[src/rtl/can_bt_pkg.sv]
package can_bt_pkg;
  localparam int unsigned WORD_W  = 32;
  localparam int unsigned BRP_W   = 10;
  localparam int unsigned SJW_W   = 2;
  localparam int unsigned TS1_W   = 4;
  localparam int unsigned TS2_W   = 3;
  localparam int unsigned BRP_LSB = 0;
  localparam int unsigned SJW_LSB = 14;
  localparam int unsigned TS1_LSB = 16;
  localparam int unsigned TS2_LSB = 20;
  localparam int unsigned SAM_BIT = 23;

  typedef struct packed {
    logic [BRP_W-1:0] div;
    logic [SJW_W-1:0] jump;
    logic [TS1_W-1:0] ph1;
    logic [TS2_W-1:0] ph2;
    logic             vote;
  } bt_cfg_t;

  localparam bt_cfg_t BT_CFG_RST = '{
    div:  '0,
    jump: '0,
    ph1:  TS1_W'(12),
    ph2:  TS2_W'(1),
    vote: 1'b0
  };

  typedef enum logic [1:0] {SEG_SYNC, SEG_PH1, SEG_PH2} bt_seg_e;

  function automatic bt_cfg_t bt_unpack(input logic [WORD_W-1:0] w);
    bt_cfg_t c;
    c.div  = w[BRP_LSB +: BRP_W];
    c.jump = w[SJW_LSB +: SJW_W];
    c.ph1  = w[TS1_LSB +: TS1_W];
    c.ph2  = w[TS2_LSB +: TS2_W];
    c.vote = w[SAM_BIT];
    return c;
  endfunction
endpackage

[src/rtl/can_bt_cfg.sv]
module can_bt_cfg
  import can_bt_pkg::*;
(
  input  logic              clk_i,
  input  logic              rst_ni,
  input  logic              load_i,
  input  logic [WORD_W-1:0] word_i,
  output bt_cfg_t           cfg_o
);
  bt_cfg_t cfg_q;

  always_ff @(posedge clk_i or negedge rst_ni) begin
    if (!rst_ni)     cfg_q <= BT_CFG_RST;
    else if (load_i) cfg_q <= bt_unpack(word_i);
  end

  assign cfg_o = cfg_q;
endmodule

[src/rtl/can_bt_prescaler.sv]
module can_bt_prescaler #(
  parameter int unsigned DIV_W = 10
) (
  input  logic             clk_i,
  input  logic             rst_ni,
  input  logic             hold_i,
  input  logic [DIV_W-1:0] div_i,
  output logic             tick_o
);
  logic [DIV_W-1:0] cnt_q;
  logic             wrap;

  assign wrap = (cnt_q == div_i);

  always_ff @(posedge clk_i or negedge rst_ni) begin
    if (!rst_ni)     cnt_q <= '0;
    else if (hold_i) cnt_q <= '0;
    else if (wrap)   cnt_q <= '0;
    else             cnt_q <= cnt_q + DIV_W'(1);
  end

  assign tick_o = wrap & ~hold_i;
endmodule

[src/rtl/can_bt_rx_front.sv]
module can_bt_rx_front #(
  parameter int unsigned SYNC_STAGES = 2
) (
  input  logic clk_i,
  input  logic rst_ni,
  input  logic hold_i,
  input  logic tick_i,
  input  logic rx_i,
  input  logic vote_i,
  output logic fall_o,
  output logic bit_o
);
  logic [SYNC_STAGES-1:0] sync_q;
  logic                   rx_s;
  logic                   prev_q;
  logic [1:0]             hist_q;

  always_ff @(posedge clk_i or negedge rst_ni) begin
    if (!rst_ni) sync_q <= '1;
    else         sync_q <= {sync_q[SYNC_STAGES-2:0], rx_i};
  end

  assign rx_s = sync_q[SYNC_STAGES-1];

  // line value at previous quantum ticks; recessive while held
  always_ff @(posedge clk_i or negedge rst_ni) begin
    if (!rst_ni) begin
      prev_q <= 1'b1;
      hist_q <= 2'b11;
    end else if (hold_i) begin
      prev_q <= 1'b1;
      hist_q <= 2'b11;
    end else if (tick_i) begin
      prev_q <= rx_s;
      hist_q <= {hist_q[0], rx_s};
    end
  end

  assign fall_o = tick_i & prev_q & ~rx_s;
  assign bit_o  = vote_i ? ((hist_q[1] & hist_q[0]) | (hist_q[1] & rx_s) | (hist_q[0] & rx_s))
                         : rx_s;
endmodule

[src/rtl/can_bt_seq.sv]
module can_bt_seq
  import can_bt_pkg::*;
#(
  parameter int unsigned JW  = 2,
  parameter int unsigned T1W = 4,
  parameter int unsigned T2W = 3
) (
  input  logic           clk_i,
  input  logic           rst_ni,
  input  logic           hold_i,
  input  logic           tick_i,
  input  logic           fall_i,
  input  logic           hard_en_i,
  input  logic           bit_i,
  input  logic [JW-1:0]  jump_i,
  input  logic [T1W-1:0] ph1_i,
  input  logic [T2W-1:0] ph2_i,
  output logic           rx_bit_o,
  output logic           sample_o,
  output logic           bit_start_o
);
  localparam int unsigned QW = ((T1W > T2W) ? T1W : T2W) + 2;
  localparam int unsigned EW = JW + 1;

  bt_seg_e       seg_q, seg_d;
  logic [QW-1:0] qcnt_q, qcnt_d;
  logic [EW-1:0] ext_q, ext_d, cut_q, cut_d;
  logic          done_q, done_d;
  logic          bit_q, bit_d, samp_q, samp_d, bs_q, bs_d;
  logic          new_bit;

  logic [QW-1:0] jump_q, ph1_last, ph2_last, err1, err2;

  assign jump_q   = QW'(jump_i) + QW'(1);
  assign ph1_last = QW'(ph1_i) + QW'(ext_q);
  assign ph2_last = QW'(ph2_i) - QW'(cut_q);
  assign err1     = qcnt_q + QW'(1);
  assign err2     = QW'(ph2_i) - qcnt_q;

  always_comb begin
    seg_d   = seg_q;
    qcnt_d  = qcnt_q;
    ext_d   = ext_q;
    cut_d   = cut_q;
    done_d  = done_q;
    bit_d   = bit_q;
    samp_d  = 1'b0;
    bs_d    = 1'b0;
    new_bit = 1'b0;
    if (hold_i) begin
      seg_d  = SEG_SYNC;
      qcnt_d = '0;
      ext_d  = '0;
      cut_d  = '0;
      done_d = 1'b0;
    end else if (tick_i) begin
      if (fall_i && hard_en_i) begin
        new_bit = 1'b1;
      end else begin
        case (seg_q)
          SEG_SYNC: begin
            seg_d  = SEG_PH1;
            qcnt_d = '0;
          end
          SEG_PH1: begin
            if (fall_i && !done_q) begin
              // late edge: stretch phase 1, capped at jump width
              ext_d  = EW'((err1 < jump_q) ? err1 : jump_q);
              done_d = 1'b1;
              qcnt_d = qcnt_q + QW'(1);
            end else if (qcnt_q == ph1_last) begin
              samp_d = 1'b1;
              bit_d  = bit_i;
              seg_d  = SEG_PH2;
              qcnt_d = '0;
            end else begin
              qcnt_d = qcnt_q + QW'(1);
            end
          end
          SEG_PH2: begin
            if (fall_i && !done_q) begin
              // early edge: restart now if within reach, else cut by jump
              if (err2 <= jump_q) begin
                new_bit = 1'b1;
              end else begin
                cut_d  = EW'(jump_q);
                done_d = 1'b1;
                qcnt_d = qcnt_q + QW'(1);
              end
            end else if (qcnt_q == ph2_last) begin
              new_bit = 1'b1;
            end else begin
              qcnt_d = qcnt_q + QW'(1);
            end
          end
          default: seg_d = SEG_SYNC;
        endcase
      end
      if (new_bit) begin
        seg_d  = SEG_SYNC;
        qcnt_d = '0;
        ext_d  = '0;
        cut_d  = '0;
        done_d = 1'b0;
        bs_d   = 1'b1;
      end
    end
  end

  always_ff @(posedge clk_i or negedge rst_ni) begin
    if (!rst_ni) begin
      seg_q  <= SEG_SYNC;
      qcnt_q <= '0;
      ext_q  <= '0;
      cut_q  <= '0;
      done_q <= 1'b0;
      bit_q  <= 1'b1;
      samp_q <= 1'b0;
      bs_q   <= 1'b0;
    end else begin
      seg_q  <= seg_d;
      qcnt_q <= qcnt_d;
      ext_q  <= ext_d;
      cut_q  <= cut_d;
      done_q <= done_d;
      bit_q  <= bit_d;
      samp_q <= samp_d;
      bs_q   <= bs_d;
    end
  end

  assign rx_bit_o    = bit_q;
  assign sample_o    = samp_q;
  assign bit_start_o = bs_q;
endmodule

[src/rtl/can_bit_timer.sv]
module can_bit_timer
  import can_bt_pkg::*;
#(
  parameter int unsigned SYNC_STAGES = 2
) (
  input  logic              clk_i,
  input  logic              rst_ni,
  input  logic              cfg_mode_i,
  input  logic [WORD_W-1:0] timing_word_i,
  input  logic              bus_idle_i,
  input  logic              rx_i,
  output logic              rx_bit_o,
  output logic              sample_o,
  output logic              bit_start_o
);
  bt_cfg_t cfg;
  logic    tick, fall, voted;

  can_bt_cfg u_cfg (
    .clk_i  (clk_i),
    .rst_ni (rst_ni),
    .load_i (cfg_mode_i),
    .word_i (timing_word_i),
    .cfg_o  (cfg)
  );

  can_bt_prescaler #(.DIV_W(BRP_W)) u_presc (
    .clk_i  (clk_i),
    .rst_ni (rst_ni),
    .hold_i (cfg_mode_i),
    .div_i  (cfg.div),
    .tick_o (tick)
  );

  can_bt_rx_front #(.SYNC_STAGES(SYNC_STAGES)) u_front (
    .clk_i  (clk_i),
    .rst_ni (rst_ni),
    .hold_i (cfg_mode_i),
    .tick_i (tick),
    .rx_i   (rx_i),
    .vote_i (cfg.vote),
    .fall_o (fall),
    .bit_o  (voted)
  );

  can_bt_seq #(.JW(SJW_W), .T1W(TS1_W), .T2W(TS2_W)) u_seq (
    .clk_i       (clk_i),
    .rst_ni      (rst_ni),
    .hold_i      (cfg_mode_i),
    .tick_i      (tick),
    .fall_i      (fall),
    .hard_en_i   (bus_idle_i),
    .bit_i       (voted),
    .jump_i      (cfg.jump),
    .ph1_i       (cfg.ph1),
    .ph2_i       (cfg.ph2),
    .rx_bit_o    (rx_bit_o),
    .sample_o    (sample_o),
    .bit_start_o (bit_start_o)
  );
endmodule

[config.mk]
export PLATFORM = sky130hd
export DESIGN_NAME = can_bit_timer
export DESIGN_NICKNAME = d
export VERILOG_FILES = /design/src/rtl/can_bt_pkg.sv /design/src/rtl/can_bt_cfg.sv /design/src/rtl/can_bt_prescaler.sv /design/src/rtl/can_bt_rx_front.sv /design/src/rtl/can_bt_seq.sv /design/src/rtl/can_bit_timer.sv
export SDC_FILE = /design/constraint.sdc
export NUM_CORES = 1
export LEC_CHECK = 0
export BUFFER_PORTS_ARGS = -buffer_cell sky130_fd_sc_hd__buf_4
export CELL_PAD_IN_SITES_DETAIL_PLACEMENT = 1
export CELL_PAD_IN_SITES_GLOBAL_PLACEMENT = 1
export CORE_ASPECT_RATIO = 0.9
export CORE_MARGIN = 2
export CORE_UTILIZATION = 44
export DETAILED_ROUTE_END_ITERATION = 8
export PLACE_DENSITY = 0.77
export SYNTH_ARGS = -nofsm -noshare
export SYNTH_HDL_FRONTEND = slang
export SYNTH_HIERARCHICAL = 1
export SYNTH_SLANG_ARGS = --single-unit
[constraint.sdc]
create_clock -name clk_i -period 6.48 [get_ports clk_i]
set_input_delay 0.324 -clock clk_i [delete_from_list [all_inputs] [get_ports clk_i]]
set_output_delay 0.324 -clock clk_i [all_outputs]
set_load 0.02 [all_outputs]
# Word-level counts from Yosys, hierarchy flattened
# Index checks and enable logic that the tools add are counted.
# W data, S select, Z words.
[word_totals]
regBits = 53
latchBits = 0
mem_bits_rw = 0
mem_bits_ro = 0
n_memories = 0
[op_classes]
addsub = 6
mul = 0
div_mod_pow = 0
magnitude_cmp = 2
eq_ne = 15
shifts = 0
n_mux = 62
n_bitwise = 12
n_reduce_logical = 16
[op_table]
columns = ["op", "count"]
rows = [
  ["$mux W6", 9],
  ["$mux W3", 14],
  ["$mux W1", 26],
  ["$mux W10", 2],
  ["$pmux W6 S3", 1],
  ["$mux W2", 8],
  ["$reduce_and A5 Y1", 3],
  ["$eq A6 B6 Y1", 2],
  ["$ne A4 B2 Y1 const B", 3],
  ["$reduce_and A6 Y1", 2],
  ["$add A10 B1 Y10 const B", 1],
  ["$eq A10 B10 Y1", 1],
  ["$reduce_bool A3 Y1", 3],
  ["$ne A4 B4 Y1 const B", 2],
  ["$add A6 B1 Y6 const B", 1],
  ["$and A1 B1 Y1", 6],
  ["$le A6 B6 Y1", 1],
  ["$lt A6 B3 Y1", 1],
  ["$ne A3 B3 Y1 const B", 2],
  ["$pmux W2 S3", 1],
  ["$sub A3 B6 Y6", 1],
  ["$add A4 B3 Y5", 1],
  ["$ne A5 B4 Y1 const B", 1],
  ["$ne A5 B5 Y1 const B", 1],
  ["other kinds (15)", 20],
]

# Depth between registers and ports, before layout
[logic_depth]
depth_word = 13
ltp_mapped = 14
ltp_nobuf = 13

# By module
# Netlist, hierarchy kept.
[modules_own_cells]
columns = ["mod", "n_inst", "cells_per_inst", "area_per_inst_um2", "seq_area_each_um2"]
rows = [
  ["can_bt_seq", 1, 186, 1699.1, 451.7],
  ["can_bt_cfg", 1, 42, 827.0, 504.2],
  ["can_bt_prescaler", 1, 58, 593.1, 250.2],
  ["can_bt_rx_front", 1, 14, 161.4, 105.1],
]

# Least setup slack after synthesis
# OpenSTA, ideal clock, no wires.
[synth_timing]
path_kind = "reg-to-reg"
from = "register u_presc.cnt_q[3]"
to = "register u_seq.ext_q[0]"
setup_time_ns = 0.082
arrival_ns = 3.005
setup_slack_ns = 3.392
stages_incl_launch_ff = 15
n_path_buf = 1
period_less_slack_ns = 3.088
cell_sequence = "dfrtp_1 > xnor2_1 > nand4_1 > nor4_2 > nor2b_1 > nand2_1 > nor2_1 > nor2b_1 > nor4b_1 > o211ai_1 > and2_4 > and2_4 > buf_6 > or3b_1 > o22ai_1"
[synth_between]
elab_chain_cells = 13
[synth_lines]
columns = ["item", "line_no", "source"]
rows = [
  ["from (decl)", "can_bt_prescaler.sv:10", "logic [DIV_W-1:0] cnt_q;"],
  ["from (signal assigned)", "can_bt_prescaler.sv:19", "else cnt_q <= cnt_q + DIV_W'(1);"],
  ["$eq A10 B10 Y1 *", "can_bt_prescaler.sv:13", "assign wrap = (cnt_q == div_i);"],
  ["$and A1 B1 Y1 *", "can_bt_prescaler.sv:22", "assign tick_o = wrap & ~hold_i;"],
  ["named net tick", "can_bit_timer.sv:17", "logic tick, fall, voted;"],
  ["$and A1 B1 Y1 * (2 in series)", "can_bt_rx_front.sv:39", "assign fall_o = tick_i & prev_q & ~rx_s;"],
  ["named net fall", "can_bit_timer.sv:17", ""],
  ["$logic_and A1 B1 Y1", "can_bt_seq.sv:66, can_bt_seq.sv:81", ""],
  ["$mux W1", "can_bt_seq.sv:81", "if (fall_i && !done_q) begin"],
  ["$mux W1", "can_bt_seq.sv:60", "case (seg_q)"],
  ["$mux W1", "can_bt_seq.sv:57", "if (fall_i && hard_en_i) begin"],
  ["$mux W1", "can_bt_seq.sv:56", "end else if (tick_i) begin"],
  ["$mux W1", "can_bt_seq.sv:50", "if (hold_i) begin"],
  ["$mux W3", "can_bt_seq.sv:99", "if (new_bit) begin"],
  ["$mux W3", "can_bt_seq.sv:56", ""],
  ["$mux W3", "can_bt_seq.sv:50", ""],
  ["to (signal assigned)", "can_bt_seq.sv:123", "ext_q <= ext_d;"],
  ["to (decl)", "can_bt_seq.sv:27", "logic [EW-1:0] ext_q, ext_d, cut_q, cut_d;"],
]
# The timed path passes the listed nets; every way through them passes the cells marked *. The select of a mux whose other input is x is not followed.
# A chain may end at the register's enable or synchronous reset.

# Final worst setup path
[layout_timing]
from = "register u_presc.cnt_q[8]"
to = "register u_seq.ext_q[1]"
# Same word-level chain as after synthesis.

==> results.md <==
* Status: completed
* Rel. slew slack at 0.477
* Post-CTS setup repair buffer count at 0
* GPL Wtd Cong at 0.811
* DR WL/cell at 17.3 um
* Worst-path fanout max at 8
* Final period util at 0.615
* Final net count at 385
* Top cells by area, synth: dfrtp_1 34%, mux2_4 9.2%, ha_1 8.0%
* Root Driver: clkbuf_8
* Combinational share of power at 0.291
* Antenna violations before repair at 0
* RR Endpoint: u_seq/ext_q[1]$_DFFE_PN0P_
* ANT cells at 0
* Mean post-synth cell area at 10.9 um^2
* Clk Latency, worst-skew pair at 0.31 ns
* Critical Path, Cell by Cell: xnor2_1 > nand4_1 > nor4_2 > nor2b_1 > nand2_1 > nor2_1 > nor2b_1 > nor4b_1 > o211ai_1 > and2_4 > and2_4 > or3b_1 > o22ai_1
* Row cnt at 29
* Post-synth cell types at 54
* WS Path Type: reg -> reg
* H-tree levels at 2
* Post-CTS Hold Buffers at 0
* Worst Setup EP: u_seq/ext_q[1]$_DFFE_PN0P_
* Seq/Total Area, Yosys at 0.400
* Top post-synthesis cells by count: 44 x dfrtp_1, 22 x inv_1, 21 x ha_1
* Routed vias/inst at 5.54
* Die area at 8160 um^2
* Post-CTS Resized at 0
* CTS tree: done
* R2R cell count at 13
* Switching share of power at 0.318
* First-pass GRT wire length at 12400 um
* WP buf/inv at 0
* Flop pwr share at 0.465
* Max_cap viols at 0
* Placed Area at 3510 um^2
* Internal at 556 uW
* Least-Margin Pin Slew at 0.782 ns
* Area of the mapped netlist at 3280 um^2
* CP delay by family, top: simple AND/OR/NAND/NOR gates
* Number of synthesized flops with an enable pin at 0
* Crit end category: flop
* Lkg Pwr at 1.61 nW
* Post-route total power at 815 uW
* Critical path required time at 6.70 ns
* Worst R2R Start: u_presc/cnt_q[8]$_DFF_PN0_
* Reg-to-reg slack, setup at 2.50 ns
* Clock sink count at 52
* Power share of the clock group at 0.243
* Critical-path top delay cell: nor2b_1
* Grt ovf at 0
* Worst VDD drop at 96.6 uV
* PortBufs at 27
* P_sw at 259 uW
* F_max at 0.251 GHz
* Vias at 2317
* Share of Yosys cell area claimed by the top area cell type at 0.336
* RSZ-0062 raised after global routing: false
* Share of cells above drive strength 1 at 0.249
* Cts bufs inserted at 5
* DR iter-0 viols at 98
* Largest net degree at the start of global routing at 53
* Post-route DRC at 0
* Post-synth ARST share at 1.00
* Worst Setup SP: u_presc/cnt_q[8]$_DFF_PN0_
* Clock transition at path regs at 0.10 ns
* Final-report setup violation count at 0
* Global-route usage over all layers at 0.195
* Core box area at 7150 um^2
* DR pass1 iterations at 4
* #FFs+latches synth at 52
* Die Ht at 85.9 um
* Chip width at 95.0 um
* Drt total wl at 7210 um
* Crit path depth at 13
* Biggest area consumer among synthesized cells: dfrtp_1
* Number of global-route vias before repair at 2518
* Synth Warn # at 6
* HPWL after detailed placement at 5290 um
* Setup TNS at 0 ns
* Most common cell in the netlist: dfrtp_1
* Top FF cell, synth: dfrtp_1
* Maximum root-to-sink buffer count at 2
* Pwr dens at 226 nW/um^2
* Min-Delay Path Class: in -> async
* Initial Utilization at 0.459
* I/O pins at 40
* Synthesis-to-finish area growth at 10.0%
* Slew Limit Fails at 0
* Syn Nets at 361
* Finished Cell Area at 3610 um^2
* Worst setup SP type: flop
* Hold Vio Cnt, Final at 0
* Final Skew at 0.0144 ns
* CP arrival at 4.21 ns
* Min Tclk post-route at 3.98 ns
* Routed Antenna Nets at 0
* CP max stage delay at 0.55 ns
* Syn Inst Count at 300
==> through the flow <==
| step | hold WS (ns) | std cells | utilization | setup WS, ns |
|---|---|---|---|---|
| after detailed placement | 0.354 | 410 | 0.492 | 2.64 |
| after global placement | 0.345 | 410 | 0.492 | 2.64 |
| after global routing | 0.0949 | 418 | 0.505 | 2.15 |
| after floorplan | 0.0284 | 300 | - | 3.39 |
| after CTS | 0.0678 | 418 | 0.505 | 2.56 |
| final | 0.0501 | 418 | 0.505 | 2.50 |
==> logic make-up (layout without fill, tap and decap cells) <==
kind of cell             Yosys count  count (layout)  share of synthesized area
AND/OR/NAND/NOR                   87              87                      0.159
buffers and inverters             33              58                     0.0534
adder cells (fa/ha/maj)           24              24                     0.0984
flip-flops                        52              52                      0.400
AO/OA/AOI/OAI                     48              48                     0.0984
multiplexers                      27              27                      0.114
XOR/XNOR                          29              29                     0.0774
==> power by group through the flow <==
stage | Clock [mW] | Combinational, mW | Sequential (mW)
floorplan | 0 | 0.180 | 0.375
global placement | 0 | 0.225 | 0.384
detailed placement | 0 | 0.238 | 0.386
CTS | 0.208 | 0.239 | 0.380
global route | 0.218 | 0.265 | 0.384
finish | 0.198 | 0.238 | 0.379
==> layout make-up <==
| cell class | count | area [um^2] |
|---|---|---|
| clock inverters | 1 | 8.76 |
| clock buffers | 7 | 86.3 |
| repair buffers | 28 | 210 |
| fillers | 801 | 3540 |
| inverters | 22 | 82.6 |
| multi-input cells | 215 | 1790 |
| flip-flops and latches | 52 | 1310 |
| well taps | 93 | 116 |
==> registers in the layout (all words and copies together), names as in the netlist <==
signal / flops
u_seq/done_q: 1
u_seq/qcnt_q: 6
u_front/sync_q: 2
u_seq/seg_q: 2
u_cfg/cfg_o: 20
u_seq/cut_q: 3
u_presc/cnt_q: 10
u_seq/bit_start_o: 1
u_seq/rx_bit_o: 1
u_front/prev_q: 1
u_seq/sample_o: 1
u_front/hist_q: 1
u_seq/ext_q: 3
==> metal layers <==
layer	global-route usage	routed length, um
met2	0.329	3510
met4	0.0514	76
met5	0	0
met1	0.262	3450
met3	0.0290	177
==> how the worst min path moves through the flow <==
stage	cells after the start	startpoint	slack [ns]	endpoint
2_1_floorplan	0	rst_ni	0.03	u_cfg/cfg_o[0]$_DFFE_PN0P_
3_3_place_gp	0	u_front/sync_q[0]$_DFF_PN1_	0.35	u_front/sync_q[1]$_DFF_PN1_
3_5_place_dp	0	u_front/sync_q[0]$_DFF_PN1_	0.35	u_front/sync_q[1]$_DFF_PN1_
4_1_cts	1	rst_ni	0.07	u_cfg/cfg_o[11]$_DFFE_PN0P_
5_1_grt	1	rst_ni	0.09	u_cfg/cfg_o[11]$_DFFE_PN0P_
6_report	1	rst_ni	0.05	u_cfg/cfg_o[2]$_DFFE_PN0P_
==> worst register-to-register path, stage by stage, from the launching register on <==
cell	delay, ns
dfrtp_1	0.42
xnor2_1	0.22
nand4_1	0.13
nor4_2	0.35
nor2b_1	0.55
nand2_1	0.14
nor2_1	0.20
nor2b_1	0.48
nor4b_1	0.13
o211ai_1	0.23
and2_4	0.27
and2_4	0.21
or3b_1	0.41
o22ai_1	0.16
==> layout by cell type (no fill, tap or decap), drive strengths merged, types with 5 or more instances in the layout <==
cell type  count
ha            21
nor3          17
nor2b          5
nand2         18
xor2           9
o21ai         11
xnor2         20
nand3         13
nor2           9
buf           28
dfrtp         44
dfstp          8
a21oi         12
clkbuf         7
inv           22
mux2          23
No activity file was read; power rests on OpenSTA's default activity.
